### src/rtl/twi_pkg.sv
package twi_pkg;
    localparam int OWN_ADDR_W = 7;
    localparam int NUM_FLAGS  = 2;
    localparam int FLAG_ARB   = 0;
    localparam int FLAG_ADR   = 1;

    typedef struct packed {
        logic scl;
        logic sda;
        logic scl_rise;
        logic start;
    } bus_evt_t;
endpackage

### src/rtl/twi_pin_sync.sv
module twi_pin_sync
    import twi_pkg::*;
#(
    parameter int STAGES = 2
) (
    input  logic     clk,
    input  logic     rst,
    input  logic     scl_in,
    input  logic     sda_in,
    output bus_evt_t ev
);
    logic [STAGES-1:0] scl_sh;
    logic [STAGES-1:0] sda_sh;
    logic              scl_prev;
    logic              sda_prev;

    always_ff @(posedge clk) begin
        if (rst) begin
            scl_sh   <= '1;
            sda_sh   <= '1;
            scl_prev <= 1'b1;
            sda_prev <= 1'b1;
        end else begin
            scl_sh   <= {scl_sh[STAGES-2:0], scl_in};
            sda_sh   <= {sda_sh[STAGES-2:0], sda_in};
            scl_prev <= scl_sh[STAGES-1];
            sda_prev <= sda_sh[STAGES-1];
        end
    end

    always_comb begin
        ev.scl      = scl_sh[STAGES-1];
        ev.sda      = sda_sh[STAGES-1];
        ev.scl_rise = ev.scl & ~scl_prev;
        ev.start    = ev.scl & scl_prev & sda_prev & ~ev.sda;
    end
endmodule

### src/rtl/twi_frame_capture.sv
module twi_frame_capture
    import twi_pkg::*;
#(
    parameter int ADDR_W = OWN_ADDR_W
) (
    input  logic              clk,
    input  logic              rst,
    input  bus_evt_t          ev,
    input  logic [ADDR_W-1:0] own_addr,
    output logic              frame_done,
    output logic              own_hit,
    output logic              gcall_hit
);
    localparam int FRAME_W = ADDR_W + 1;
    localparam int CNT_W   = $clog2(FRAME_W + 1);

    logic [FRAME_W-1:0] shreg;
    logic [CNT_W-1:0]   cnt;
    logic               active;

    always_ff @(posedge clk) begin
        if (rst) begin
            shreg      <= '0;
            cnt        <= '0;
            active     <= 1'b0;
            frame_done <= 1'b0;
        end else begin
            frame_done <= 1'b0;
            if (ev.start) begin
                active <= 1'b1;
                cnt    <= '0;
            end else if (active && ev.scl_rise) begin
                shreg <= {shreg[FRAME_W-2:0], ev.sda};
                cnt   <= cnt + 1'b1;
                if (cnt == CNT_W'(FRAME_W - 1)) begin
                    active     <= 1'b0;
                    frame_done <= 1'b1;
                end
            end
        end
    end

    assign own_hit   = (shreg[FRAME_W-1:1] == own_addr);
    assign gcall_hit = (shreg == '0);
endmodule

### src/rtl/twi_sticky_flag.sv
module twi_sticky_flag (
    input  logic clk,
    input  logic rst,
    input  logic set_evt,
    input  logic rd_hit,
    input  logic clr_req,
    output logic flag
);
    logic armed;

    always_ff @(posedge clk) begin
        if (rst) begin
            flag  <= 1'b0;
            armed <= 1'b0;
        end else if (set_evt) begin
            flag  <= 1'b1;
            armed <= 1'b0;
        end else if (clr_req && armed) begin
            flag  <= 1'b0;
            armed <= 1'b0;
        end else if (rd_hit && flag) begin
            armed <= 1'b1;
        end
    end
endmodule

### src/rtl/twi_claim_status.sv
module twi_claim_status
    import twi_pkg::*;
#(
    parameter int ADDR_W      = OWN_ADDR_W,
    parameter int SYNC_STAGES = 2
) (
    input  logic                 clk,
    input  logic                 rst,
    input  logic                 scl_in,
    input  logic                 sda_in,
    input  logic                 sda_out_level,
    input  logic                 master_mode,
    input  logic                 tx_mode,
    input  logic [ADDR_W-1:0]    own_addr,
    input  logic                 reg_rd,
    input  logic                 reg_wr,
    input  logic                 reg_sel,
    input  logic [NUM_FLAGS-1:0] reg_wdata,
    output logic [NUM_FLAGS-1:0] reg_rdata,
    output logic                 irq
);
    bus_evt_t             ev;
    logic                 frame_done;
    logic                 own_hit;
    logic                 gcall_hit;
    logic [NUM_FLAGS-1:0] set_vec;
    logic [NUM_FLAGS-1:0] clr_vec;
    logic [NUM_FLAGS-1:0] flags;
    logic [NUM_FLAGS-1:0] enables;
    logic                 stat_rd;

    twi_pin_sync #(.STAGES(SYNC_STAGES)) sync_i (
        .clk(clk), .rst(rst), .scl_in(scl_in), .sda_in(sda_in), .ev(ev)
    );

    twi_frame_capture #(.ADDR_W(ADDR_W)) cap_i (
        .clk(clk), .rst(rst), .ev(ev), .own_addr(own_addr),
        .frame_done(frame_done), .own_hit(own_hit), .gcall_hit(gcall_hit)
    );

    always_comb begin
        set_vec           = '0;
        set_vec[FLAG_ARB] = master_mode &
                            ((tx_mode & ev.scl_rise & (sda_out_level != ev.sda)) |
                             (ev.start & sda_out_level));
        set_vec[FLAG_ADR] = ~master_mode & ~tx_mode & frame_done &
                            (own_hit | gcall_hit);
    end

    assign stat_rd = reg_rd & ~reg_sel;

    for (genvar i = 0; i < NUM_FLAGS; i++) begin : g_flag
        assign clr_vec[i] = reg_wr & ~reg_sel & ~reg_wdata[i];
        twi_sticky_flag flag_i (
            .clk(clk), .rst(rst), .set_evt(set_vec[i]), .rd_hit(stat_rd),
            .clr_req(clr_vec[i]), .flag(flags[i])
        );
    end

    always_ff @(posedge clk) begin
        if (rst) begin
            enables <= '0;
        end else if (reg_wr && reg_sel) begin
            enables <= reg_wdata;
        end
    end

    assign reg_rdata = reg_sel ? enables : flags;
    assign irq       = |(flags & enables);
endmodule

### config.mk
export PLATFORM = sky130hd
export DESIGN_NAME = twi_claim_status
export DESIGN_NICKNAME = d
export VERILOG_FILES = /design/src/rtl/twi_pkg.sv /design/src/rtl/twi_pin_sync.sv /design/src/rtl/twi_frame_capture.sv /design/src/rtl/twi_sticky_flag.sv /design/src/rtl/twi_claim_status.sv
export SDC_FILE = /design/constraint.sdc
export NUM_CORES = 1
export LEC_CHECK = 0
export CELL_PAD_IN_SITES_DETAIL_PLACEMENT = 0
export CELL_PAD_IN_SITES_GLOBAL_PLACEMENT = 2
export CORE_UTILIZATION = 30
export CTS_BUF_LIST = sky130_fd_sc_hd__clkbuf_16
export DETAILED_ROUTE_END_ITERATION = 8
export PLACE_DENSITY_LB_ADDON = 0.15
export SYNTH_ARGS = -nofsm -noshare
export SYNTH_HDL_FRONTEND = slang
export SYNTH_SLANG_ARGS = --single-unit
### constraint.sdc
create_clock -name clk -period 1.5 [get_ports clk]
set_input_delay 0.3 -clock clk [delete_from_list [all_inputs] [get_ports clk]]
set_output_delay 0.3 -clock clk [all_outputs]
set_load 0.03 [all_outputs]
==> flow_summary.ini <==
[synth]
synth_fp_nets = 145
synth-seq-cells = 26
ys_seq_area_share_pct = 45.8
syn-mean-instance-area_um2 = 9.10
post_synth_num_cell_types = 33
count_of_yosys_warnings_during_synthesis = 0
synth.cell_area_mm2 = 0.00114
netlist_instances = 125

[routing]
postRouteWirelength_um = 2420
detail_route.drc_violations = 0
dr.pass1.iters = 4
ant_nets = 0
via_density_per_instance = 4.72
vias = 967
drt_first_iter_violations = 48
wl_per_cell_um = 11.8

[layout]
antenna_cells = 0
final_common_cell = sky130_fd_sc_hd__dfxtp_1
final_util_pct = 41.9
layoutNonFillerInstCount = 205
final_nets = 179
mostFrequentLayoutCells = sky130_fd_sc_hd__dfxtp_1 (26), sky130_fd_sc_hd__nand2_1 (24), sky130_fd_sc_hd__clkdlybuf4s50_1 (17)
fillCellCount = 365
area_growth_syn_to_layout_pct = 34.8
drive_above_1_share_pct = 19.1

[setup_path]
max_stage_delay_ns = 0.35
cp_max_delay_cell = sky130_fd_sc_hd__mux2_2
critPathKind = input pin to output port
startpoint_type = input pin
reg2reg_depth = 4
critical_path_required_ns = 1.20
critical_path.cell_chain = dlygate4sd2_1 > mux2_2 > buf_2
end_kind = output port
wp_data_arrival_ns = 1.12
path_max_fanout = 4

[global_routing]
grt_first_pass_wirelength_um = 4120
track_usage_pct = 13.5
grt_remaining_overflow = 0
vias_in_the_first_global_route = 924
grt_max_degree = 14
grt_antenna_before_repair = 0

[sta]
clock-skew-final_ns = 0.00325
finalSetupViolations = 0
finalHoldViolations = 0
unrepaired_setup_endpoints_after_global_routing = no
max_slew.worst_pin.slew_ns = 0.427
fin_tns_setup_ns = 0
drv_slew = 0
max_freq_mhz = 707
fin_crit_sh_pct = 94.3
max_slew_margin_pct = 71.2
finalCriticalPeriod_ns = 1.42

[floorplanning]
die_x_um = 63.6
dieArea_mm2 = 0.00404
initial_core_util_pct = 31.1
boundaryPins = 22
placement_rows = 22
core_area_mm2 = 0.00366
fp.dieH_um = 63.6

[power_and_ir_drop]
p_leak_nw = 0.621
power_density_mw_per_mm2 = 928
ir_worst_vdd_mv = 0.389

[clocking]
worst_skew_pair.late_latency_ns = 0.26
cts_inserted_buffers = 3
clk_transition_reported_paths_ns = 0.06
ctsLongestPathBuffers = 2
ctsRootBufferMaster = sky130_fd_sc_hd__clkbuf_16
cts_tree = built
h-tree-depth = 1
post-cts-setup-buffers = 0
clock-sinks = 26

[min_path]
timing.hold.worst_path_depth = 1
worstHoldPathType = flop to flop

[placement]
finalWeightedCongestion = 0.762
numPlacedInstances = 202
place_hpwl_um = 1810
port_buffers = 21

[job]
max-cap-violations = 0

[status]
status = completed
through the flow:
stage | setup WS [ns] | hold WS [ns] | cell area (um^2) | total power, mW
4_1_cts | 0.0872 | 0.410 | 1530 | 1.44
5_1_grt | 0.0648 | 0.435 | 1530 | 1.48
3_5_place_dp | -0.606 | 0.394 | 1470 | 0.854
2_1_floorplan | 0.339 | 0.389 | 1140 | 0.773
6_report | 0.0848 | 0.409 | 1530 | 1.42
3_3_place_gp | -0.570 | 0.397 | 1470 | 0.853
power by group:
part           total [mW]  switching (mW)  internal [mW]
logic               0.126          0.0489         0.0769
clock network       0.587           0.234          0.353
registers           0.709         0.00758          0.702
layer usage:
metal,track usage (%),routed length (um),share of wire [%]
met1,16.9,1200,50
met4,7.67,53,2.2
met2,20.6,1070,44
met5,0,0,0
met3,3.44,94,3.9
registers in the layout (all words and copies together) (netlist names):
name,count
sync_i.sda_sh,2
sync_i.scl_sh,2
sync_i.scl_prev,1
cap_i.frame_done,1
sync_i.sda_prev,1
enables,2
cap_i.cnt,4
cap_i.shreg,8
g_flag.flag_i.flag,2
g_flag.flag_i.armed,2
cap_i.active,1
worst max-delay path, delay by kind of cell:
family	cells	cell delay, ns
buffers and inverters	2	0.46
multiplexers	1	0.35
synthesized netlist by cell type, drive strengths merged:
| library cell | count | area share, % |
|---|---|---|
| nand4b | 2 | 1.5 |
| o211a | 1 | 0.88 |
| nand4 | 1 | 0.55 |
| and4 | 1 | 0.77 |
| nand3b | 1 | 0.66 |
| xor2 | 9 | 6.9 |
| nor4 | 4 | 3.3 |
| or2 | 6 | 3.3 |
| nand4bb | 1 | 0.99 |
| a22o | 3 | 2.3 |
| a31oi | 1 | 0.55 |
| and3b | 1 | 0.77 |
| nor4bb | 1 | 0.88 |
| mux2i | 1 | 0.88 |
| nand2b | 1 | 0.55 |
| nand3 | 5 | 2.2 |
| o21ai | 2 | 0.88 |
| xnor2 | 1 | 0.77 |
| and4bb | 1 | 1.1 |
| ha | 1 | 1.1 |
| buf | 2 | 1.7 |
| nor3 | 2 | 1.3 |
| clkbuf | 2 | 0.66 |
| inv | 2 | 0.66 |
| mux2 | 2 | 2.0 |
| nand2 | 24 | 7.9 |
| dfxtp | 26 | 46 |
| a21oi | 14 | 6.2 |
| nor2 | 5 | 1.7 |
| nor3b | 2 | 1.3 |
area by class of cell:
type	count	area (um^2)	share of cell area (%)
sequential	26	520	34.0
timing repair buffer	33	287	18.7
clock buffer	3	75.1	4.90
inverter	2	7.51	0.490
tap	48	60.1	3.92
multi-input combinational	93	583	38.0
final timing paths:
check	start	to	slack, ns
setup / recovery	reg_sel	reg_rdata[0]	0.08
hold / removal	sync_i.sda_sh[0]	sync_i.sda_sh[1]	0.41
setup reg to reg	sync_i.scl_prev	g_flag[0].flag_i.flag	0.23
hold reg to reg	sync_i.sda_sh[0]	sync_i.sda_sh[1]	0.41
cells by family (layout without fill, tap and decap cells):
kind of cell / after synthesis / count (layout) / synth area share [%]
buffers and inverters: 6 / 38 / 2.97
multiplexers: 3 / 3 / 2.86
AND/OR/NAND/NOR: 58 / 58 / 28.8
XOR/XNOR: 10 / 10 / 7.70
flip-flops: 26 / 26 / 45.8
adder cells (fa/ha/maj): 1 / 1 / 1.10
AO/OA/AOI/OAI: 21 / 21 / 10.8
what timing repair did:
item	4_1_cts	5_1_grt
gates resized for setup	11	0
hold buffers	0	0
endpoints found under the setup margin	3	0
Note: power is estimated with default switching activity, not from simulation.
